===== src/rtl/sram_wr_pkg.sv =====
package sram_wr_pkg;

  typedef enum logic [2:0] {
    PH_IDLE,
    PH_SETUP,
    PH_PULSE,
    PH_RECOV,
    PH_NOP
  } phase_e;

  typedef struct packed {
    logic       cs_timed;
    logic       oe_n;
    logic       sem;
    logic [1:0] be;
  } op_ctl_t;

  function automatic int imax(input int a, input int b);
    return (a > b) ? a : b;
  endfunction

endpackage


===== src/rtl/sram_wr_timing.sv =====
module sram_wr_timing
  import sram_wr_pkg::*;
#(
  parameter int T_WP = 3,
  parameter int T_WZ = 2,
  parameter int T_DW = 2,
  parameter int CW   = 3
) (
  input  op_ctl_t        ctl,
  output logic [CW-1:0]  pulse_len,
  output logic [CW-1:0]  drive_dly
);
  localparam int LONG_PULSE = imax(T_WP, T_WZ + T_DW);

  always_comb begin
    if (!ctl.cs_timed && !ctl.oe_n) begin
      pulse_len = CW'(LONG_PULSE);
      drive_dly = CW'(T_WZ);
    end else begin
      pulse_len = CW'(T_WP);
      drive_dly = '0;
    end
  end
endmodule


===== src/rtl/sram_wr_fsm.sv =====
module sram_wr_fsm
  import sram_wr_pkg::*;
#(
  parameter int ADDR_W = 12,
  parameter int DATA_W = 16,
  parameter int T_AS   = 1,
  parameter int T_WR   = 2,
  parameter int CW     = 3
) (
  input  logic              clk,
  input  logic              rst,
  input  logic              req_valid,
  input  logic [ADDR_W-1:0] req_addr,
  input  logic [DATA_W-1:0] req_data,
  input  op_ctl_t           req_ctl,
  input  logic [CW-1:0]     pulse_len,
  output logic              ready,
  output phase_e            ph_d,
  output logic [CW-1:0]     cnt_d,
  output op_ctl_t           ctl_d,
  output logic [ADDR_W-1:0] addr_d,
  output logic [DATA_W-1:0] data_d
);
  phase_e            st_q;
  logic [CW-1:0]     cnt_q;
  op_ctl_t           ctl_q;
  logic [ADDR_W-1:0] addr_q;
  logic [DATA_W-1:0] data_q;
  logic              accept;

  assign ready  = (st_q == PH_IDLE);
  assign accept = ready && req_valid;

  always_comb begin
    ph_d  = st_q;
    cnt_d = cnt_q;
    unique case (st_q)
      PH_IDLE: begin
        if (req_valid) begin
          cnt_d = '0;
          ph_d  = (req_ctl.be == 2'b00) ? PH_NOP : PH_SETUP;
        end
      end
      PH_SETUP: begin
        if (cnt_q == CW'(T_AS - 1)) begin
          ph_d  = PH_PULSE;
          cnt_d = '0;
        end else begin
          cnt_d = cnt_q + CW'(1);
        end
      end
      PH_PULSE: begin
        if (cnt_q == pulse_len - CW'(1)) begin
          ph_d  = PH_RECOV;
          cnt_d = '0;
        end else begin
          cnt_d = cnt_q + CW'(1);
        end
      end
      PH_RECOV: begin
        if (cnt_q == CW'(T_WR - 1)) begin
          ph_d  = PH_IDLE;
          cnt_d = '0;
        end else begin
          cnt_d = cnt_q + CW'(1);
        end
      end
      PH_NOP:  ph_d = PH_IDLE;
      default: ph_d = PH_IDLE;
    endcase
  end

  assign ctl_d  = accept ? req_ctl  : ctl_q;
  assign addr_d = accept ? req_addr : addr_q;
  assign data_d = accept ? req_data : data_q;

  always_ff @(posedge clk) begin
    if (rst) begin
      st_q   <= PH_IDLE;
      cnt_q  <= '0;
      ctl_q  <= '0;
      addr_q <= '0;
      data_q <= '0;
    end else begin
      st_q   <= ph_d;
      cnt_q  <= cnt_d;
      ctl_q  <= ctl_d;
      addr_q <= addr_d;
      data_q <= data_d;
    end
  end

  // An empty lane mask returns to idle after a single busy cycle
  assert_nop_short_R9: assert property (@(posedge clk) disable iff (rst)
    (st_q == PH_NOP) |=> ready);
endmodule


===== src/rtl/sram_wr_pins.sv =====
module sram_wr_pins
  import sram_wr_pkg::*;
#(
  parameter int ADDR_W = 12,
  parameter int DATA_W = 16,
  parameter int CW     = 3
) (
  input  logic              clk,
  input  logic              rst,
  input  phase_e            ph_d,
  input  logic [CW-1:0]     cnt_d,
  input  op_ctl_t           ctl_d,
  input  logic [ADDR_W-1:0] addr_d,
  input  logic [DATA_W-1:0] data_d,
  input  logic [CW-1:0]     drive_dly,
  input  logic [CW-1:0]     pulse_len,
  output logic [ADDR_W-1:0] sram_addr,
  output logic [DATA_W-1:0] sram_dq_out,
  output logic              sram_dq_oe,
  output logic              sram_ce_n,
  output logic              sram_sem_n,
  output logic              sram_we_n,
  output logic              sram_ub_n,
  output logic              sram_lb_n
);
  logic busy_d, sel_low_d, we_low_d, drv_d;

  assign busy_d = (ph_d == PH_SETUP) || (ph_d == PH_PULSE) || (ph_d == PH_RECOV);

  always_comb begin
    if (ctl_d.cs_timed) begin
      sel_low_d = (ph_d == PH_PULSE);
      we_low_d  = busy_d;
    end else begin
      sel_low_d = busy_d;
      we_low_d  = (ph_d == PH_PULSE);
    end
    drv_d = (ph_d == PH_PULSE) && (cnt_d >= drive_dly);
  end

  always_ff @(posedge clk) begin
    if (rst) begin
      sram_addr   <= '0;
      sram_dq_out <= '0;
      sram_dq_oe  <= 1'b0;
      sram_ce_n   <= 1'b1;
      sram_sem_n  <= 1'b1;
      sram_we_n   <= 1'b1;
      sram_ub_n   <= 1'b1;
      sram_lb_n   <= 1'b1;
    end else begin
      sram_addr   <= addr_d;
      sram_dq_out <= data_d;
      sram_dq_oe  <= drv_d;
      sram_ce_n   <= !(sel_low_d && !ctl_d.sem);
      sram_sem_n  <= !(sel_low_d && ctl_d.sem);
      sram_we_n   <= !we_low_d;
      sram_ub_n   <= !(sel_low_d && ctl_d.be[1]);
      sram_lb_n   <= !(sel_low_d && ctl_d.be[0]);
    end
  end

  // Checker state: length of the current strobe overlap
  logic          sel_pin_low, ovl;
  logic [CW-1:0] ovl_run;
  assign sel_pin_low = !sram_ce_n || !sram_sem_n;
  assign ovl         = sel_pin_low && !sram_we_n;

  always_ff @(posedge clk) begin
    if (rst)      ovl_run <= '0;
    else if (ovl) ovl_run <= ovl_run + CW'(1);
    else          ovl_run <= '0;
  end

  assert_addr_hold_R2: assert property (@(posedge clk) disable iff (rst)
    !$stable(sram_addr) |-> ($past(sram_we_n) || ($past(sram_ce_n) && $past(sram_sem_n))));

  assert_rw_order_R3: assert property (@(posedge clk) disable iff (rst)
    ($fell(sram_we_n) && !ctl_d.cs_timed) |-> $past(sel_pin_low));

  assert_cs_order_R4: assert property (@(posedge clk) disable iff (rst)
    ($fell(sel_pin_low) && ctl_d.cs_timed) |-> $past(!sram_we_n));

  assert_pulse_len_R5: assert property (@(posedge clk) disable iff (rst)
    ($past(ovl) && !ovl) |-> (ovl_run == pulse_len));

  assert_drive_in_pulse_R6: assert property (@(posedge clk) disable iff (rst)
    sram_dq_oe |-> ovl);

  assert_one_space_R7: assert property (@(posedge clk) disable iff (rst)
    !(!sram_ce_n && !sram_sem_n));

  assert_byte_with_sel_R8: assert property (@(posedge clk) disable iff (rst)
    (!sram_ub_n || !sram_lb_n) |-> sel_pin_low);
endmodule


===== src/rtl/sram_wr_seq.sv =====
module sram_wr_seq
  import sram_wr_pkg::*;
#(
  parameter int ADDR_W = 12,
  parameter int DATA_W = 16,
  parameter int T_AS   = 1,
  parameter int T_WP   = 3,
  parameter int T_WZ   = 2,
  parameter int T_DW   = 2,
  parameter int T_WR   = 2
) (
  input  logic              clk,
  input  logic              rst,
  input  logic              req_valid,
  output logic              req_ready,
  input  logic [ADDR_W-1:0] req_addr,
  input  logic [DATA_W-1:0] req_data,
  input  logic [1:0]        req_be,
  input  logic              req_sem,
  input  logic              req_cs_timed,
  input  logic              req_oe_n,
  output logic [ADDR_W-1:0] sram_addr,
  output logic [DATA_W-1:0] sram_dq_out,
  output logic              sram_dq_oe,
  output logic              sram_ce_n,
  output logic              sram_sem_n,
  output logic              sram_we_n,
  output logic              sram_ub_n,
  output logic              sram_lb_n
);
  localparam int LONG_PULSE = imax(T_WP, T_WZ + T_DW);
  localparam int CNT_MAX    = imax(imax(T_AS, LONG_PULSE), T_WR);
  localparam int CW         = $clog2(CNT_MAX + 1);

  op_ctl_t           req_ctl, ctl_d;
  phase_e            ph_d;
  logic [CW-1:0]     cnt_d, pulse_len, drive_dly;
  logic [ADDR_W-1:0] addr_d;
  logic [DATA_W-1:0] data_d;

  assign req_ctl = '{cs_timed: req_cs_timed, oe_n: req_oe_n,
                     sem: req_sem, be: req_be};

  sram_wr_timing #(.T_WP(T_WP), .T_WZ(T_WZ), .T_DW(T_DW), .CW(CW)) u_timing (
    .ctl(ctl_d), .pulse_len(pulse_len), .drive_dly(drive_dly)
  );

  sram_wr_fsm #(.ADDR_W(ADDR_W), .DATA_W(DATA_W), .T_AS(T_AS), .T_WR(T_WR),
                .CW(CW)) u_fsm (
    .clk(clk), .rst(rst), .req_valid(req_valid), .req_addr(req_addr),
    .req_data(req_data), .req_ctl(req_ctl), .pulse_len(pulse_len),
    .ready(req_ready), .ph_d(ph_d), .cnt_d(cnt_d), .ctl_d(ctl_d),
    .addr_d(addr_d), .data_d(data_d)
  );

  sram_wr_pins #(.ADDR_W(ADDR_W), .DATA_W(DATA_W), .CW(CW)) u_pins (
    .clk(clk), .rst(rst), .ph_d(ph_d), .cnt_d(cnt_d), .ctl_d(ctl_d),
    .addr_d(addr_d), .data_d(data_d), .drive_dly(drive_dly),
    .pulse_len(pulse_len), .sram_addr(sram_addr), .sram_dq_out(sram_dq_out),
    .sram_dq_oe(sram_dq_oe), .sram_ce_n(sram_ce_n), .sram_sem_n(sram_sem_n),
    .sram_we_n(sram_we_n), .sram_ub_n(sram_ub_n), .sram_lb_n(sram_lb_n)
  );

  // Busy ends only after the full setup, pulse and recovery span
  assert_ready_idle_strobes_R1: assert property (@(posedge clk) disable iff (rst)
    req_ready |-> (sram_we_n && sram_ce_n && sram_sem_n && !sram_dq_oe));
endmodule


===== config.mk =====
export PLATFORM = sky130hd
export DESIGN_NAME = sram_wr_seq
export DESIGN_NICKNAME = d
export VERILOG_FILES = /design/src/rtl/sram_wr_pkg.sv /design/src/rtl/sram_wr_timing.sv /design/src/rtl/sram_wr_fsm.sv /design/src/rtl/sram_wr_pins.sv /design/src/rtl/sram_wr_seq.sv
export SDC_FILE = /design/constraint.sdc
export NUM_CORES = 1
export LEC_CHECK = 0
export CORE_UTILIZATION = 30
export DETAILED_ROUTE_END_ITERATION = 12
export DONT_BUFFER_PORTS = 1
export PLACE_DENSITY = 0.5
export SYNTH_ARGS = -nofsm -noshare
export SYNTH_HDL_FRONTEND = slang
export SYNTH_SLANG_ARGS = --single-unit

===== constraint.sdc =====
create_clock -name clk -period 2.52 [get_ports clk]
set_input_delay 0.378 -clock clk [delete_from_list [all_inputs] [get_ports clk]]
set_output_delay 0.378 -clock clk [all_outputs]
set_load 0.01 [all_outputs]

* After elaboration in Yosys (flattened, before gate mapping)
Index checks and enable logic that the tools add are counted.
** Word-level totals
- Flip-flop bits (word level) :: 45
- Bits of input ports :: 36
- Output and inout port bits :: 35
- Word-level logic and storage cells :: 61
** Cells by class
- $add $sub $neg :: 2
- Magnitude comparators :: 1
- Equal/unequal tests :: 8
- Muxes and demuxes :: 16
- Reduce and logical (&&, ||, !) cells :: 20
** Operators by type and width (number)
- 3-bit two-way mux :: 10
- 3-bit one-hot mux with 4 select lines :: 2
- 3-bit by 2-bit equality test with 1-bit output, second input constant :: 4
- 3-bit by 1-bit equality test with 1-bit output, second input constant :: 3
- 1-bit logical NOT :: 8
- 1-bit logical AND :: 7
- 3-bit logical NOT :: 2
- 5-bit two-way mux :: 1
- 3-bit by 1-bit adder with 3-bit output, second input constant :: 1
- 3-bit equality test :: 1
- 3-bit by 2-bit >= comparator with 1-bit output :: 1
- 3-bit by 1-bit subtractor with 3-bit output, second input constant :: 1
- 2-bit logical NOT :: 1
- 1-bit logical OR :: 2
- 1-bit two-way mux :: 2
- 2-bit two-way mux :: 1

* Logic depth before layout (Yosys ltp)
Gate-level depths: netlist of the first run.
- Depth in word-level cells :: 16
- Gate-level depth with buffers :: 9

* Modules after synthesis
From an unflattened synthesis of the first run, not the netlist that was laid out.
** Second synthesis, totals
- Cell total of the unflattened synthesis :: 249
- Area total of the unflattened synthesis :: 2920.3 µm²
** By module, submodules not included
- sram_wr_fsm :: instances 1, cells an instance 158, area an instance 1848.0 µm², sequential area each 780.7 µm²
- sram_wr_pins :: instances 1, cells an instance 84, area an instance 1028.5 µm², sequential area each 680.7 µm²
- sram_wr_timing :: instances 1, cells an instance 7, area an instance 43.8 µm², sequential area each 0.0 µm²

* Least setup slack after synthesis of the first run
Ideal clock, no wire load.
- Path kind :: register -> register
- From :: register u_fsm.st_q[1]
- To :: register u_pins.sram_dq_oe
- Library setup time :: 0.125 ns
- Arrival time :: 1.907 ns
- Path slack :: 0.488 ns
- Stages on the path, launching flop included :: 9
- Buffers on the path :: 1
- Path through :: dfxtp_1 buf_2 or4b_4 o21ai_0 nand3_1 a41oi_1 ha_1 a21boi_0 a21boi_1
** On the way
- Longest elaborated chain between the ends :: 12
- Elaborated cells on any way between the ends :: 23
- Classes of those cells :: add/sub (1); order compare (1); eq/ne (5); mux (10); reduce/logical (6)
** RTL lines
- from (decl) :: line sram_wr_fsm.sv:24 : phase_e st_q;
- from (signal assigned) :: line sram_wr_fsm.sv:85 : st_q <= ph_d;
- 3-bit logical NOT :: line sram_wr_fsm.sv:31, sram_wr_fsm.sv:37
- 1-bit logical AND :: line sram_wr_fsm.sv:32 : assign accept = ready && req_valid;
- 5-bit two-way mux :: line sram_wr_fsm.sv:73 : assign ctl_d = accept ? req_ctl : ctl_q;
- 1-bit logical NOT :: line sram_wr_timing.sv:16 : if (!ctl.cs_timed && !ctl.oe_n) begin
- 1-bit logical AND :: line sram_wr_timing.sv:16
- 3-bit two-way mux :: line sram_wr_timing.sv:16
- 3-bit by 1-bit subtractor with 3-bit output :: line sram_wr_fsm.sv:53 : if (cnt_q == pulse_len - CW'(1)) begin
- 3-bit equality test :: line sram_wr_fsm.sv:53
- 3-bit two-way mux :: line sram_wr_fsm.sv:53
- 3-bit one-hot mux with 4 select lines :: line sram_wr_fsm.sv:37 : unique case (st_q)
- 3-bit by 2-bit >= comparator with 1-bit output or 3-bit by 2-bit equality test with 1-bit output (tied branches) :: line sram_wr_pins.sv:38 : drv_d = (ph_d == PH_PULSE) && (cnt_d >= drive_dly);
- 1-bit logical AND (*) :: line sram_wr_pins.sv:38
- to (signal assigned) :: line sram_wr_pins.sv:54 : sram_dq_oe <= drv_d;
- to (decl) :: line sram_wr_pins.sv:19 : output logic sram_dq_oe,
Mark *: on every way between the ends. The rest lies on a longest branch, timed or not.
A chain may end at the register's enable or synchronous reset.

* Final worst setup path of the first run
- From :: register u_fsm.st_q[0]
- To :: register u_pins.sram_dq_oe
The elaborated chain is that of the path after synthesis.

==> results of run 1 <==
-- synthesized netlist by cell type (all sizes together) (3+ instances only) --
library cell | number | area share (%)
inv | 6 | 1.2
o21ai | 8 | 2.1
clkbuf | 11 | 2.2
nor2 | 10 | 2.0
nand2 | 66 | 13
buf | 4 | 1.7
a21oi | 41 | 11
ha | 4 | 2.7
o21a | 3 | 1.2
dfxtp | 45 | 48
and3 | 3 | 1.3
nor3 | 8 | 2.1
-- worst paths after layout --
kind                                      from                 to  cells after the start
worst max-delay path             u_fsm.st_q[0]  u_pins.sram_dq_oe                      7
worst min-delay path                       rst    u_fsm.data_q[7]                      1
worst max register to register   u_fsm.st_q[0]  u_pins.sram_dq_oe                      7
worst min register to register  u_fsm.ctl_q[1]     u_fsm.ctl_q[1]                      2
-- critical path, cell delays in order (launching register included) --
cell and delay [ns]:
dfxtp_1 0.41, or4b_4 0.55, o21ai_0 0.16, nand3_1 0.12, a41oi_1 0.30, ha_1 0.28
a21boi_0 0.15, a21boi_1 0.08
-- area by class of cell --
type / instances / area, um2 / area share (%)
clock buffers: 6 / 82.58 / 4.128
clock inverters: 1 / 7.507 / 0.3752
inverters: 6 / 22.52 / 1.126
multi-input cells: 165 / 870.8 / 43.53
flip-flops and latches: 45 / 900.9 / 45.03
well taps: 75 / 93.84 / 4.690
repair buffers: 3 / 22.52 / 1.126
-- registers in the layout, indices dropped and copies added, names as in the netlist --
signal and count:
u_fsm.addr_q 12, u_pins.sram_dq_oe 1, u_pins.sram_sem_n 1, u_fsm.data_q 16, u_pins.sram_ce_n 1, u_fsm.cnt_q 3
u_pins.sram_ub_n 1, u_fsm.st_q 3, u_pins.sram_we_n 1, u_pins.sram_lb_n 1, u_fsm.ctl_q 5
-- placed cells by master, fill, tap and decap left out, types with 2 or more instances in the layout --
master and count:
mux2i_1 2, o21ai_1 3, inv_1 6, nor4bb_1 2
o21ai_0 5, o21a_1 3, a21oi_1 41, nand2_1 66
nor3_1 8, dfxtp_1 45, buf_4 3, clkbuf_8 6
nor2_1 10, and3_1 2, ha_1 4
-- layer usage --
| layer | up-vias | part of all wire, % |
|---|---|---|
| met3 | 2 | 8.5 |
| met1 | 685 | 45 |
| met2 | 45 | 46 |
| met4 | 0 | 0.35 |
| met5 | - | 0 |
| li1 | 766 | - |
-- per-stage QoR --
step | utilization [%] | setup slack, ns
2_1_floorplan | - | 0.4878
3_3_place_gp | 32.08 | 0.3853
3_5_place_dp | 32.08 | 0.3443
4_1_cts | 33.59 | 0.3274
5_1_grt | 33.59 | 0.1891
6_report | 33.59 | 0.3447
-- where the power goes --
group	internal, mW	switching [mW]
clock	0.217	0.241
sequential	0.768	0.0638
combinational	0.0829	0.128
total	1.07	0.432
-- logic make-up after synthesis --
group / count (synthesis)
AOI/OAI and AO/OA: 62
adders and majority gates: 4
buffers and inverters: 21
DFF: 45
muxes: 2
and+or+nand+nor: 97
==> summary.md, run 1 <==
| Metric | Value |
|---|---|
| Power per cell area | ~750 nW/um2 |
| Pre-antenna DRT Iters | 4 |
| Overflow after GRT | 0 |
| Synth cell types | 35 |
| Syn_nets | 271 |
| Endpoints failing setup | 0 |
| Flops & latches, synth | 45 |
| Area after DPL | 1911 um2 |
| Die width | ~81 um |
| Fill cells | between 600 and 700 |
| Die height | roughly 81 um |
| Status | finished, final reports clean |
| First-pass GRT wire length | between 6 and 7 mm |
| Compound-Gate Fraction of Synth Area | a little under a fifth |
| Pleak | 0.7360 nW |
| CTS tree | done |
| Placed Cells incl. Taps | approximately 290 |
| VDD IR max | approximately 0.00028 V |
| Antenna Violating Nets Remaining | 0 |
| Tmin final | 2.175 ns |
| Max Transition Viols Final | 0 |
| GP Congestion | 0.7956 |
| GRT Total Usage | about 13% |
| Rows | 28 |
| Tcrit/Tclk final | between 80% and 90% |
| Post-Syn Area | 1868 um2 |
| Core footprint | a little under 6000 um2 |
| Pwr Total | between 1.5 and 2 mW |
| Initial Util | 31.37% |
| Placed wire-length estimate | 2.872 mm |
| Critical Path End Type | flop |
| Critical path class | reg2reg |
| Synthesized area per cell | roughly 8.1 um2 |
| Worst Setup Start Kind | flop |
| Share of layout cells above drive strength 1 | 6.637% |
| Diode count | 0 |
| Fmax | approximately 460 MHz |
| Clk buf depth | 2 |
| Simple-gate share of the synthesized area | between 20% and 30% |
| Number of port buffers | 0 |
| Synth Flop Type | dfxtp_1 |
| Met3 global-route usage | 5.618% |
| EDFF count, synth | 0 |
| CTS resizes | 0 |
| Post-CTS setup buffers | 0 |
| Min Hold Slack | 0.1542 ns |
| Total CTS buffers | 5 |
| First DRT Iteration DRCs | between 60 and 70 |
| Slew @ Worst Pin | between 0.5 and 0.6 ns |
| Via density | between 4 and 5 |
| Layout Nets | around 270 |
| IO Count | between 70 and 80 |
| Clock slew at reported path FFs | approximately 0.090 ns |
| Largest family of logic cells by synthesized area | simple AND/OR/NAND/NOR gates |
| Vias | around 1.5k |
| Met2 usage | 20.76% |
| Worst rel slew slack | 61.36% |
| GR peak layer | met2 |
| WP data arrival | about 2.4 ns |
| Clock skew | ~0.0066 ns |
| P&R area growth vs syn | 7.100% |
| Share of the synthesized netlist area taken by xor and xnor gates | 0% |
| Clk root buf | clkbuf_8 |
| Worst-Skew Late Latency | 0.29 ns |
| DRC | 0 |
| Synth Warn # | 0 |
| Die footprint | 6546 um2 |
| Asr flop ratio synth | 0% |
| Final hold vios | 0 |
| Vias in the first global route | between 1k and 1.5k |
| Post-synthesis adder-cell area fraction | around 2.7% |
| Post-route setup TNS | 0 ns |
| CP max FO | 10 |
| Post-synthesis mux area share | under 10% |
| Post-Route WL | 4.252 mm |
| Antenna violations before repair | 0 |
| Sequential fraction of the synthesis area | 48.23% |
| Hold buffers post-CTS | 0 |
| Hold WC Path Type | in2reg |
| Final cell count without fillers | approximately 300 |
| M1 GR Usage | 16.93% |
| Largest net degree at the start of global routing | 40 |
| Post-Syn Instances | between 200 and 250 |
| Max_cap viols | 0 |
| RSZ-0062 raised after global routing | false |
| Worst Path Required | between 2 and 3 ns |
| Drt wl/cell | 14.13 um |
| H-tree depth | 2 |
| CTS Sinks | 45 |
| Post-route cell area | 2001 um2 |
| R2R Setup Slk | between 0.3 and 0.4 ns |
No activity file was read; power rests on OpenSTA's default activity.
==> run 2, diff against run 1 <==
CORE_UTILIZATION = 51   (was 30)
PLACE_DENSITY = 0.75   (was 0.5)
clock period = 1.8 ns   (was 2.52 ns; I/O delays follow)
==> run 2 against run 1 <==
Compared with the run above: the flow now finishes with violations (setup timing); flip-flop and latch count unchanged; first-iteration DRC count is 6.1% higher; worst hold slack lost 0.13 ns; combinational power grew 130%; final cell count is 2.0% lower; global-route usage up 9.2 points; final area increased by 15%; setup slack worse by 0.45 ns; clock skew rose by 0.0047 ns; critical path type unchanged; largest cell class is now multi-input gates; highest routed layer unchanged.
==> summary.md, run 2 (synthesized netlist as in run 1, its figures left out) <==
| Metric | Value |
|---|---|
| RSZ-0062 raised after global routing | true |
| Core footprint | 3416 um2 |
| Diode count | 0 |
| Part of the power in the clock network | around 27% |
| P&R area growth vs syn | 22.71% |
| VDD IR max | about 0.00084 V |
| WP data arrival | between 2 and 2.5 ns |
| Status | finished with violations |
| Overflow after GRT | 0 |
| Clk root buf | clkbuf_4 |
| Final hold vios | 0 |
| Antenna violations before repair | 0 |
| Max FFs per register | 16 |
| Initial Util | 54.69% |
| R2R Setup Slk | -0.11 ns |
| Critical Path End Type | flop |
| Pleak | ~0.88 nW |
| Clk buf depth | 2 |
| Largest register by flop count | u_fsm.data_q |
| Drt wl/cell | roughly 15 um |
| Worst Setup Start Kind | flop |
| Clock skew | 0.01136 ns |
| Psw | approximately 650 uW |
| Seq pwr share | between 50% and 60% |
| Die height | 62.52 um |
| Number of port buffers | 0 |
| Slew @ Worst Pin | approximately 0.37 ns |
| CTS tree | done |
| Vias in the first global route | roughly 1.5k |
| Total CTS buffers | 5 |
| Hold WC Path Type | in2reg |
| Tmin final | 1.909 ns |
| Via density | roughly 5.5 |
| Sw Ratio | 29.09% |
| Multi-input gate area | roughly 980 um2 |
| Setup Slack @ Placement | -0.1398 ns |
| Die width | 62.52 um |
| Failing checks | setup timing |
| Vias | 1616 |
| Fmax | around 520 MHz |
| Most common cell after layout, fill and taps aside | nand2_1 |
| Min Hold Slack | about 0.028 ns |
| Placed wire-length estimate | between 2 and 3 mm |
| Die footprint | slightly below 4000 um2 |
| Max Transition Viols Final | 0 |
| GRT Total Usage | approximately 23% |
| Share of layout cells above drive strength 1 | around 24% |
| Worst Path Required | 2.05 ns |
| Tcrit/Tclk final | 106.0% |
| CTS Sinks | between 40 and 50 |
| Endpoints failing setup | 1 |
| Worst rel slew slack | between 70% and 80% |
| Post-route setup TNS | -0.1085 ns |
| Largest net degree at the start of global routing | 39 |
| Fill cells | slightly below 300 |
| Clock slew at reported path FFs | 0.13 ns |
| Post-Route WL | ~4.4 mm |
| GP Congestion | ~0.87 |
| Most frequent cells in the layout | nand2_1 (66), dfxtp_1 (41), a21oi_1 (38), buf_4 (20), nor2_1 (10) |
| IO Count | slightly above 70 |
| Layout Nets | about 290 |
| Reg area | around 910 um2 |
| Pre-antenna DRT Iters | 4 |
| Int Power | 1.596 mW |
| Final critical-path setup slack | -0.1085 ns |
| First DRT Iteration DRCs | 70 |
| Top flop regs | u_fsm.data_q x16, u_fsm.addr_q x12, u_fsm.ctl_q x5 |
| Critical path class | reg2reg |
| Power per cell area | between 900 and 1000 nW/um2 |
| CP max FO | 3 |
| Worst-Skew Late Latency | between 0.3 and 0.4 ns |
| Area after DPL | slightly below 2000 um2 |
| Max_cap viols | 0 |
| First-pass GRT wire length | approximately 6.9 mm |
| H-tree depth | 2 |
| Pwr Total | between 2 and 2.5 mW |
| Rows | 21 |
| DRC | 0 |
| Logic pwr share | 21.3% |
| Antenna Violating Nets Remaining | 0 |
| Post-route cell area | 2292 um2 |
-- run 2: cell types whose count changed in the layout (fill, tap and decap cells not counted), moves of 4 or more --
cell / change
clkbuf_4: +5
dfxtp_1: -4
clkbuf_8: -6
buf_4: +17
-- run 2: repair_timing --
item                                    in CTS  in global routing
endpoints found under the setup margin       5                  6
hold buffers                                 1                  0
resized for setup                           14                 26
pin swaps                                    6                  9
hold endpoints to repair                    38                  0
buffers inserted                             4                  4
-- run 2: path summary, 6_finish.rpt --
check                       from                 to  cells past startpoint
hold reg to reg   u_fsm.ctl_q[0]     u_fsm.ctl_q[0]                      2
setup reg to reg  u_fsm.cnt_q[0]  u_pins.sram_dq_oe                      9
setup / recovery  u_fsm.cnt_q[0]  u_pins.sram_dq_oe                      9
hold / removal       req_data[4]    u_fsm.data_q[4]                      2
-- run 2: final cells by class --
class	count	area share, %
Clock buffer	6	1.801
Multi-Input combinational cell	165	42.96
Sequential cell	45	39.63
Tap cell	46	2.511
Timing Repair Buffer	25	10.32
Inverter	6	1.092
Clock inverter	2	1.692
-- run 2: through the flow --
step	util, %	cells
2_1_floorplan	-	231
3_3_place_gp	58.06	279
6_report	67.11	295
5_1_grt	67.11	295
4_1_cts	63.59	291
3_5_place_dp	58.06	279
-- run 2: worst max-delay path, cell delays in order, from the launching register on --
cell and delay, ns:
dfxtp_4 0.40, inv_4 0.04, ha_4 0.15, mux2i_1 0.13, o211ai_1 0.15, o32ai_2 0.32
a41oi_2 0.09, ha_1 0.34, a21boi_2 0.12, a21boi_1 0.07
-- run 2: power by group through the flow --
stage	Clock (mW)	Sequential (mW)	Combinational, mW
floorplan	0	1.16	0.284
global placement	0	1.17	0.341
detailed placement	0	1.18	0.350
CTS	0.634	1.16	0.414
global route	0.674	1.17	0.531
finish	0.613	1.16	0.479
-- run 2: layer usage --
| layer | part of all wire (%) | vias to the layer above | track usage (%) |
|---|---|---|---|
| li1 | - | 816 | - |
| met1 | 42 | 742 | 25.40 |
| met2 | 51 | 51 | 36.82 |
| met3 | 6.4 | 7 | 9.307 |
| met4 | 1.3 | 0 | 11.05 |
| met5 | 0 | - | 0 |
==> run 3, diff against run 2 <==
--- a/config.mk
+++ b/config.mk
@@ -9,5 +9,5 @@
 export DETAILED_ROUTE_END_ITERATION = 12
 export DONT_BUFFER_PORTS = 1
-export PLACE_DENSITY = 0.75
+export PLACE_DENSITY = 0.66
 export SYNTH_ARGS = -nofsm -noshare
 export SYNTH_HDL_FRONTEND = slang
==> constraint.sdc (replaced) <==
create_clock -name clk -period 1.8 [get_ports clk]
set_input_delay 0.36 -clock clk [delete_from_list [all_inputs] [get_ports clk]]
set_output_delay 0.36 -clock clk [all_outputs]
set_load 0.01 [all_outputs]
==> run 3 against run 2 <==
Compared with the run above: the run still ends with setup timing left; via count is 0.50% lower; global-route usage is 1.2 points lower; count of clock-buffer cells in the layout is 1 higher; power is 5.2% lower; worst hold slack better by 0.042 ns; sequential power hardly changed; flip-flop and latch count stayed put; largest power group unchanged.
==> summary.md, run 3 (synthesized netlist as in run 1, its figures left out) <==
| Metric | Value |
|---|---|
| Status | finished with violations |
| Failing checks | setup timing |
| Tmin final | around 1.8 ns |
| Fmax | between 500 and 600 MHz |
| Final critical-path setup slack | -0.04977 ns |
| Clock skew | approximately 0.0063 ns |
| Slew @ Worst Pin | ~0.35 ns |
| Reg area | approximately 900 um2 |
| Critical path class | reg2reg |
| Vias in the first global route | 1554 |
| Drt wl/cell | around 15 um |
| Clk buf depth | 2 |
| Initial Util | 54.69% |
| Total CTS buffers | 5 |
| Most frequent cells in the layout | nand2_1 (66), dfxtp_1 (42), a21oi_1 (40), buf_4 (14), nor2_1 (10) |
| Diode count | 0 |
| Setup Slack @ Placement | -0.1493 ns |
| Final cell count without fillers | ~290 |
| Core footprint | 3416 um2 |
| Endpoints failing setup | 1 |
| Pre-antenna DRT Iters | 4 |
| CP max FO | 19 |
| Top flop regs | u_fsm.data_q x16, u_fsm.addr_q x12, u_fsm.ctl_q x5 |
| Worst rel slew slack | between 70 and 80% |
| IO Count | 71 |
| Pleak | about 0.84 nW |
| WP data arrival | 2.09 ns |
| WP buf/inv | 2 |
| Max FFs per register | 16 |
| Largest net degree at the start of global routing | 40 |
| P&R area growth vs syn | 17.62% |
| First DRT Iteration DRCs | about 100 |
| GP Congestion | around 0.80 |
| Overflow after GRT | 0 |
| Worst Path Required | roughly 2.0 ns |
| Most common cell after layout, fill and taps aside | nand2_1 |
| Die footprint | ~4000 um2 |
| Hold buffers post-CTS | 0 |
| Fill cells | 296 |
| Power per cell area | between 900 and 1000 nW/um2 |
| Worst-Skew Late Latency | 0.34 ns |
| First-pass GRT wire length | roughly 6.7 mm |
| GRT Total Usage | between 20% and 30% |
| Clock slew at reported path FFs | between 0.1 and 0.15 ns |
| Number of port buffers | 0 |
| Clk root buf | clkbuf_4 |
| Most frequent CP cell | a21boi_1 |
| CTS Sinks | between 40 and 50 |
| Layout Nets | 281 |
| Worst Setup Start Kind | flop |
| Placed Cells incl. Taps | roughly 280 |
| CP top delay family | simple AND/OR/NAND/NOR gates |
| Antenna Violating Nets Remaining | 0 |
| VDD IR max | roughly 0.00059 V |
| Slowest-stage cell, CP | or4b_4 |
| Die width | 62.52 um |
| Via density | 5.583 |
| Max_cap viols | 0 |
| Critical Path End Type | flop |
| Max incr delay on CP | approximately 0.55 ns |
| Die height | between 60 and 70 um |
| Multi-input gate area | about 960 um2 |
| Largest register by flop count | u_fsm.data_q |
| Area after DPL | approximately 2000 um2 |
| Vias | approximately 1.6k |
| Post-Route WL | around 4.2 mm |
| Antenna violations before repair | 0 |
| Hold WC Path Type | in2reg |
| Pwr Total | roughly 2.1 mW |
| Final hold vios | 0 |
| Placed wire-length estimate | between 2 and 3 mm |
| Tcrit/Tclk final | 102.8% |
| Rows | 21 |
| H-tree depth | 2 |
| RSZ-0062 raised after global routing | true |
| DRC | 0 |
| Share of layout cells above drive strength 1 | 19.42% |
| CTS tree | done |
| CP cell instances | or4b_4 -> buf_6 -> nor3_1 -> a21oi_1 -> inv_1 -> ha_1 -> a21boi_1 -> a21boi_1 |
| Post-route cell area | 2197 um2 |
| Max Transition Viols Final | 0 |
==> run 3: cell types whose count changed in the layout (fill, tap and decap cells not counted), sizes merged <==
cell	before	now
clkbuf	6	8
bufinv	1	0
clkinv	1	0
inv	6	7
buf	25	17
==> run 3: power breakdown <==
part | internal (mW) | leakage [nW] | switching (mW) | total (mW)
registers | 1.08 | 0.371 | 0.0818 | 1.16
logic | 0.204 | 0.425 | 0.228 | 0.433
clock network | 0.234 | 0.0419 | 0.309 | 0.543
total | 1.52 | 0.837 | 0.619 | 2.13
==> run 3: path summary, 6_finish.rpt <==
kind | start | end | slack, ns | depth (start not counted)
max reg2reg | u_fsm.st_q[2] | u_pins.sram_dq_oe | -0.05 | 8
min | rst | u_fsm.cnt_q[1] | 0.07 | 1
max | u_fsm.st_q[2] | u_pins.sram_dq_oe | -0.05 | 8
min reg2reg | u_fsm.ctl_q[1] | u_fsm.ctl_q[1] | 0.47 | 2
==> run 3: metal layers <==
metal	wire length (um)	global-route usage (%)	part of all wire, %	up-vias
met5	0	0	0	-
met4	17	4.942	0.40	0
met3	239	6.387	5.7	2
li1	-	-	-	804
met1	1827	24.02	43	749
met2	2125	39.27	50	53
==> run 3: worst register-to-register path, stage by stage (launching register included) <==
cell and delay, ns:
dfxtp_1 0.34, or4b_4 0.55, buf_6 0.18, nor3_1 0.15, a21oi_1 0.06, inv_1 0.06, ha_1 0.22, a21boi_1 0.12
a21boi_1 0.08
==> run 3: what timing repair did <==
item / CTS / global route
gates resized for setup: 15 / 14
endpoints found under the setup margin: 3 / 6
cloned: 0 / 1
setup buffers: 2 / 2
pin swaps: 7 / 5
==> run 3: layout make-up <==
| class | instances | area share, % |
|---|---|---|
| clock buffer | 7 | 2.961 |
| sequential | 45 | 41.29 |
| tap | 46 | 2.620 |
| multi-input combinational | 165 | 43.62 |
| inverter | 6 | 1.253 |
| clock inverter | 1 | 0.3986 |
| timing repair buffer | 18 | 7.859 |
==> run 3: stage by stage <==
stage | hold slack (ns) | TNS [ns] | util (%)
finish | 0.07015 | -0.04977 | 64.32
floorplan | 0.4384 | -0.1441 | -
global placement | 0.4339 | -0.06829 | 57.40
CTS | 0.04701 | -0.06860 | 61.65
global route | 0.03610 | -0.1254 | 64.32
detailed placement | 0.4358 | -0.1539 | 57.40
